[src/rtl/phy_reg_port.sv]
module phy_reg_port #(
  parameter int AW = 6,
  parameter int DW = 8,
  parameter int LW = 4
) (
  input  logic          clk,
  input  logic          rst_n,
  input  logic [LW-1:0] lat,
  input  logic          host_we,
  input  logic [31:0]   host_wdata,
  output logic [31:0]   host_word,
  output logic          phy_req,
  output logic          phy_we,
  output logic [AW-1:0] phy_addr,
  output logic [DW-1:0] phy_wdata
);
  localparam int ACK_BIT   = 26;
  localparam int RD_BIT    = 25;
  localparam int WR_BIT    = 24;
  localparam int RDATA_LSB = 16;
  localparam int WDATA_LSB = 8;
  localparam int DEPTH     = 1 << AW;
  localparam int DLY_LAST  = 8;
  localparam int DLL_FIRST = 11;
  localparam int DLL_LAST  = 13;

  typedef enum logic [1:0] {S_IDLE, S_BUSY, S_DONE} state_t;

  state_t        state;
  logic [AW-1:0] addr_q, op_addr;
  logic [DW-1:0] wdat_q, rdat_q, op_wdata;
  logic          wr_q, rd_q, ack_q, op_we;
  logic [LW-1:0] cnt;
  logic [DW-1:0] mem [DEPTH];
  logic          hit, fire;
  logic          unused_bits;

  assign unused_bits = ^{host_wdata[31:ACK_BIT], host_wdata[RDATA_LSB+DW-1:RDATA_LSB],
                         host_wdata[WDATA_LSB-1:AW]};

  assign hit  = (int'(op_addr) <= DLY_LAST) ||
                (int'(op_addr) >= DLL_FIRST && int'(op_addr) <= DLL_LAST);
  assign fire = (state == S_BUSY) && (cnt == LW'(1));

  always_ff @(posedge clk) begin
    if (!rst_n) begin
      addr_q <= '0;
      wdat_q <= '0;
      wr_q   <= 1'b0;
      rd_q   <= 1'b0;
    end else if (host_we) begin
      addr_q <= host_wdata[AW-1:0];
      wdat_q <= host_wdata[WDATA_LSB +: DW];
      wr_q   <= host_wdata[WR_BIT];
      rd_q   <= host_wdata[RD_BIT];
    end
  end

  always_ff @(posedge clk) begin
    if (!rst_n) begin
      state    <= S_IDLE;
      cnt      <= '0;
      ack_q    <= 1'b0;
      rdat_q   <= '0;
      op_we    <= 1'b0;
      op_addr  <= '0;
      op_wdata <= '0;
    end else begin
      case (state)
        S_IDLE: if (wr_q || rd_q) begin
          state    <= S_BUSY;
          op_we    <= wr_q;
          op_addr  <= addr_q;
          op_wdata <= wdat_q;
          cnt      <= (lat == '0) ? LW'(1) : lat;
        end
        S_BUSY: if (fire) begin
          if (!op_we) rdat_q <= hit ? mem[op_addr] : '0;
          ack_q <= 1'b1;
          state <= S_DONE;
        end else begin
          cnt <= cnt - LW'(1);
        end
        default: if (!(wr_q || rd_q)) begin
          ack_q <= 1'b0;
          state <= S_IDLE;
        end
      endcase
    end
  end

  always_ff @(posedge clk) begin
    if (!rst_n) begin
      for (int i = 0; i < DEPTH; i++) mem[i] <= '0;
    end else if (fire && op_we && hit) begin
      mem[op_addr] <= op_wdata;
    end
  end

  assign phy_req   = (state == S_BUSY);
  assign phy_we    = op_we;
  assign phy_addr  = op_addr;
  assign phy_wdata = op_wdata;

  always_comb begin
    host_word = '0;
    host_word[ACK_BIT]                = ack_q;
    host_word[RD_BIT]                 = rd_q;
    host_word[WR_BIT]                 = wr_q;
    host_word[RDATA_LSB +: DW]        = rdat_q;
    host_word[WDATA_LSB +: DW]        = wdat_q;
    host_word[AW-1:0]                 = addr_q;
  end
endmodule


[config.mk]
export PLATFORM = sky130hd
export DESIGN_NAME = phy_reg_port
export DESIGN_NICKNAME = d
export VERILOG_FILES = /design/src/rtl/phy_reg_port.sv
export SDC_FILE = /design/constraint.sdc
export NUM_CORES = 1
export LEC_CHECK = 0
export BUFFER_PORTS_ARGS = -buffer_cell sky130_fd_sc_hd__clkbuf_2
export CAP_MARGIN = 20
export CELL_PAD_IN_SITES_DETAIL_PLACEMENT = 0
export CELL_PAD_IN_SITES_GLOBAL_PLACEMENT = 2
export CORE_MARGIN = 3
export CORE_UTILIZATION = 30
export DETAILED_ROUTE_END_ITERATION = 7
export HOLD_SLACK_MARGIN = 0.02
export PLACE_DENSITY = 0.63
export SLEW_MARGIN = 20
export SYNTH_ARGS = -nofsm -noshare
export SYNTH_HDL_FRONTEND = slang
export SYNTH_SLANG_ARGS = --single-unit
export TNS_END_PERCENT = 1
[constraint.sdc]
create_clock -name clk -period 6.7 [get_ports clk]
set_input_delay 0.335 -clock clk [delete_from_list [all_inputs] [get_ports clk]]
set_output_delay 0.335 -clock clk [all_outputs]
set_load 0.01 [all_outputs]
### After elaboration in Yosys (flattened, before gate mapping)

Memories as Yosys holds them, arrays and structs flattened. A register that Yosys moved wholly into a read port is not among the register bits.
Cells that the tools add are included.

| word-level totals | value |
|---|---|
| register bits | 46 |
| latch bits | 0 |
| bits in writable memories | 512 |
| ROM bits | 0 |
| input bits | 39 |
| output and inout bits | 48 |
| word-level logic and storage cells | 61 |
| memories | 1 |

| cells by class | value |
|---|---|
| $add $sub $neg | 1 |
| $mul | 0 |
| divide/modulo/power cells | 0 |
| order comparisons | 3 |
| equality and inequality tests | 7 |
| shifts and indexed selects | 0 |
| mux-type cells | 21 |
| bitwise operators | 2 |
| reductions and logical operators | 15 |

Memories:

| name | depth | width | read ports | clocked after memory_dff | wr ports | RTL line | RTL |
|---|---|---|---|---|---|---|---|
| mem | 64 | 8 | 1 | 1 | 64 | 34 | `logic [DW-1:0] mem [DEPTH];` |

Operators by type and width:

| operator | number |
|---|---|
| $mux 6 | 3 |
| $mux 8 | 2 |
| $le 6x4->1 const B | 2 |
| $mux 4 | 3 |
| $reduce_and 3->1 | 4 |
| $pmux 4 s2 | 1 |
| $reduce_or 8->1 | 1 |
| $mux 1 | 7 |
| $ge 6x4->1 const B | 1 |
| $mux 2 | 3 |
| $ne 2x2->1 const B | 3 |
| $eq 4x1->1 const B | 1 |
| $logic_and 1x1->1 | 4 |
| $logic_not 4->1 | 1 |
| $pmux 2 s2 | 1 |
| $sub 4x1->4 const B | 1 |
| $ne 3x2->1 const B | 1 |
| $eq 2x1->1 const B | 1 |
| $logic_not 2->1 | 1 |
| $logic_or 1x1->1 | 2 |
| $ne 2x1->1 const B | 1 |
| $not 1->1 | 2 |
| $pmux 1 s2 | 1 |
| $reduce_and 2->1 | 1 |
| $reduce_bool 2->1 | 1 |

### Depth between registers and ports, before layout

| logic depth | value |
|---|---|
| word-level depth | 9 |
| gate-level depth with buffers | 9 |
| mapped depth without buffers | 7 |

### Least setup slack after synthesis

OpenSTA, ideal clock, no wires.

| path | value |
|---|---|
| path type | reg-to-reg |
| from | reg cnt[0] |
| to | mem mem[0][0], enable pin |
| library setup time | 0.334 ns |
| arrival time | 2.029 ns |
| required time | 6.366 ns |
| slack | 4.336 ns |
| stages on the path, launching flop included | 9 |
| buffers on the path | 2 |
| period minus slack after synthesis | 2.364 ns |
| cells stage by stage | dfxtp_1 ha_1 nor3b_1 nand3_1 a211oi_1 clkbuf_2 and4b_1 buf_2 nand2b_1 |

RTL lines:

| item | RTL line | RTL |
|---|---|---|
| from (decl) | 33 | `logic [LW-1:0] cnt;` |
| from (signal assigned) | 75 | `cnt <= (lat == '0) ? LW'(1) : lat;` |
| from (signal assigned) | 82 | `cnt <= cnt - LW'(1);` |
| to (decl) | 34 |  |

==> qor.tcl <==
set qor(post_synthesis_sequential_area_ratio_pct) 72.3
set qor(drt_wl_total_um) 50500
set qor(max_stage_delay_ns) 0.73
set qor(post-route-drc-count) 0
set qor(setup-tns-final_ns) 0
set qor(die_area_sq_mm) 0.0791
set qor(ctsRootBufferMaster) {sky130_fd_sc_hd__clkbuf_16}
set qor(worst_setup_hold_path_clk_slew_ns) 0.06
set qor(crit_slowest_cell) {sky130_fd_sc_hd__buf_4}
set qor(clock_path_buffers) 3
set qor(grt_usage_pct) 13.1
set qor(antenna_found_initial) 1
set qor(cts_inserted_buffers) 60
set qor(asyncSetResetFlopFracSynth_pct) 0
set qor(max-vdd-ir-drop_v) 0.000181
set qor(postLayoutCellArea_sq_mm) 0.0276
set qor(start_util_pct) 30.4
set qor(unrepaired_setup_endpoints_after_global_routing) {no}
set qor(leakage_uw) 0.0101
set qor(synth.ff_latch_count) 564
set qor(number_of_global_route_vias_before_repair) 12030
set qor(finalNetCount) 1792
set qor(pin_count_of_the_biggest_net_entering_global_routing) 91
set qor(synth_flop_cell) {sky130_fd_sc_hd__edfxtp_1}
set qor(power.combinational.fraction_pct) 5.9
set qor(power_uw) 7960
set qor(max_slew.worst_pin.slew_ns) 0.966
set qor(routed-via-count) 11347
set qor(dpl_hpwl_um) 33100
set qor(timing.max_slew.rel_slack_pct) 35.5
set qor(top_level_ports) 87
set qor(crit_path_end_kind) {flip-flop}
set qor(synth_cells) 1267
set qor(min-delay-path-class) {input pin to flip-flop}
set qor(route.antenna.remaining_nets) 0
set qor(gpl_wtd_cong) 0.727
set qor(portBuffers) 63
set qor(power.clock.fraction_pct) 41.6
set qor(insertedDiodeCount) 0
set qor(clk-insertion-delay-late_ns) 0.60
set qor(grt_total_ovfl) 0
set qor(maxSlewViolCount) 0
set qor(final_core_util_pct) 36.9
set qor(final_min_period_over_clock_period_pct) 46.9
set qor(postPlaceCellArea_sq_mm) 0.0254
set qor(switching_share_pct) 21.2
set qor(max_capacitance_violation_total) 0
set qor(rows) 100
set qor(maxClockFrequency_mhz) 318
set qor(drt-wirelength-per-cell_um) 18.2
set qor(post_synthesis_cell_type_count) 54
set qor(final_min_period_ns) 3.14
set qor(crit_arrival_ns) 3.63
set qor(path_cells) {buf_4 -> mux4_2 -> mux2i_1 -> o22a_1 -> o2111ai_1 -> a32o_1}
set qor(floorplan.die.height_um) 281
set qor(first_pass_grt_wire_length_um) 75700
set qor(cp.required_ns) 7.19
set qor(mostFrequentLayoutCells) {sky130_fd_sc_hd__edfxtp_1 (512), sky130_fd_sc_hd__conb_1 (423), sky130_fd_sc_hd__mux4_2 (114)}
set qor(layout_overhead_on_the_synthesized_area_pct) 21.4
set qor(cts-resized-gates) 0
set qor(syn_avg_cell_area_sq_um) 17.9
set qor(clkSinkCount) 564
set qor(layout.cells.most_common) {sky130_fd_sc_hd__edfxtp_1}
set qor(p_int_uw) 6270
set qor(start_kind) {flip-flop}
set qor(synth-edff-count) 512
set qor(dr.first_iter.drc_count) 670
set qor(ctsHtreeMaxLevel) 2
set qor(status) {finished clean}
set qor(synthesis.area_sq_mm) 0.0227
set qor(timing.final.hold_violations) 0
set qor(setup_viol_count_final) 0
set qor(floorplan.core_area_sq_mm) 0.0747
set qor(power.net_switching_uw) 1690
set qor(clock-skew-final_ns) 0.0144
set qor(detailedRoute.firstPassIterationCount) 4
set qor(avgViaCountPerCell) 4.10
set qor(critPathKind) {flip-flop to flip-flop}
set qor(cp_max_fo) 44
set qor(drive_gt1_share_pct) 16.0
set qor(hold_slack_ns) 0.0912
set qor(ys.warnings.count) 0
set qor(die_width_um) 281
set qor(power.share.sequential_pct) 52.4
set qor(power_density_mw_per_mm2) 289
set qor(tritoncts_clock_tree) {yes}
[metrics by stage]
step | setup WS (ns) | std cells
after global routing | 3.30 | 2768
final | 3.56 | 2768
after floorplan | 4.34 | 1689
after CTS | 3.20 | 2767
after global placement | 2.87 | 2641
after detailed placement | 2.81 | 2641
[synth_stat cells, types with 2 or more instances]
cell type	number	area, sq um
sky130_fd_sc_hd__or3_1	3	18.8
sky130_fd_sc_hd__or2_2	3	18.8
sky130_fd_sc_hd__mux2_2	2	22.5
sky130_fd_sc_hd__o211ai_1	2	15.0
sky130_fd_sc_hd__ha_1	2	25.0
sky130_fd_sc_hd__buf_6	5	56.3
sky130_fd_sc_hd__o31ai_1	3	22.5
sky130_fd_sc_hd__nor2b_1	9	56.3
sky130_fd_sc_hd__inv_1	54	203
sky130_fd_sc_hd__and2_1	98	613
sky130_fd_sc_hd__dfxtp_1	52	1040
sky130_fd_sc_hd__o22a_1	2	17.5
sky130_fd_sc_hd__buf_1	4	15.0
sky130_fd_sc_hd__o2111ai_1	2	17.5
sky130_fd_sc_hd__a221o_1	4	40.0
sky130_fd_sc_hd__edfxtp_1	512	15400
sky130_fd_sc_hd__nor3b_1	4	30.0
sky130_fd_sc_hd__nor2_1	36	135
sky130_fd_sc_hd__a32o_1	2	20.0
sky130_fd_sc_hd__a21oi_1	21	105
sky130_fd_sc_hd__clkbuf_1	34	128
sky130_fd_sc_hd__and4b_1	2	20.0
sky130_fd_sc_hd__o21ai_0	13	65.1
sky130_fd_sc_hd__mux2i_1	94	941
sky130_fd_sc_hd__nand2_1	58	218
sky130_fd_sc_hd__o221ai_1	5	43.8
sky130_fd_sc_hd__a41o_1	6	60.1
sky130_fd_sc_hd__a22oi_1	7	52.6
sky130_fd_sc_hd__and3_1	2	12.5
sky130_fd_sc_hd__a2111oi_2	2	30.0
sky130_fd_sc_hd__o22ai_1	11	68.8
sky130_fd_sc_hd__buf_4	27	203
sky130_fd_sc_hd__mux4_2	114	2570
sky130_fd_sc_hd__buf_2	21	105
sky130_fd_sc_hd__nor3_1	9	45.0
sky130_fd_sc_hd__and4_1	7	61.3
sky130_fd_sc_hd__nand2b_1	18	113
[cells by family (layout without fill, tap and decap cells)]
group,count (synthesis),after routing,share of synthesized area [%]
other,1,423,0.0165
buffers and inverters,147,257,3.16
AND/OR/NAND/NOR,254,254,6.06
flip-flops,564,564,72.3
XOR/XNOR,1,1,0.0386
AO/OA/AOI/OAI,87,87,2.69
multiplexers,211,211,15.7
adder cells (fa/ha/maj),2,2,0.110
[metal layers]
layer | vias to the layer above | track usage, % | share of wire (%)
li1 | 5458 | - | -
met1 | 5620 | 17.1 | 44
met2 | 197 | 22.2 | 49
met3 | 72 | 2.29 | 4.0
met4 | 0 | 4.23 | 2.6
met5 | - | 0 | 0
[worst max-delay path: cells and delay by family, from the launching register on]
kind            cells  cell delay (ns)
compound gates      3             0.62
mux                 2             1.00
buf+inv             1             0.73
flops               1             0.63
[area by class of cell]
| type | instances | area (sq um) |
|---|---|---|
| multi-input cells | 978 | 7170 |
| clock buffers | 76 | 1610 |
| repair buffers | 92 | 596 |
| fillers | 7065 | 47100 |
| clock inverters | 34 | 352 |
| inverters | 55 | 206 |
| well taps | 969 | 1210 |
| flip-flops and latches | 564 | 16400 |
[final timing paths]
check | cells after the start | endpoint | start | slack, ns
max | 6 | rdat_q[5] | flip-flop | 3.56
min | 3 | cnt[0] | lat[0] | 0.09
max reg2reg | 6 | rdat_q[5] | flip-flop | 3.56
min reg2reg | 2 | ack_q | ack_q | 0.47
[what timing repair did]
action / CTS / global route
endpoints found under the setup margin: 0 / 0
hold buffers: 16 / 0
buffers inserted: 0 / 0
endpoints found under the hold margin: 16 / 0
[flip-flops by register name, indices dropped and copies added, names as in the netlist, named ones only]
register / flops
addr_q: 6
phy_wdata: 8
wr_q: 1
rdat_q: 8
rd_q: 1
ack_q: 1
wdat_q: 8
mem: 512
state: 2
phy_addr: 6
phy_we: 1
cnt: 4
[power groups by stage]
stage	registers (uW)	logic [uW]	clock network, uW
5_1_grt	4200	524	3570
2_1_floorplan	4210	325	0
3_3_place_gp	4240	470	0
3_5_place_dp	4260	472	0
6_report	4180	471	3320
4_1_cts	4180	481	3440
Power figures use the tool's default switching activity.
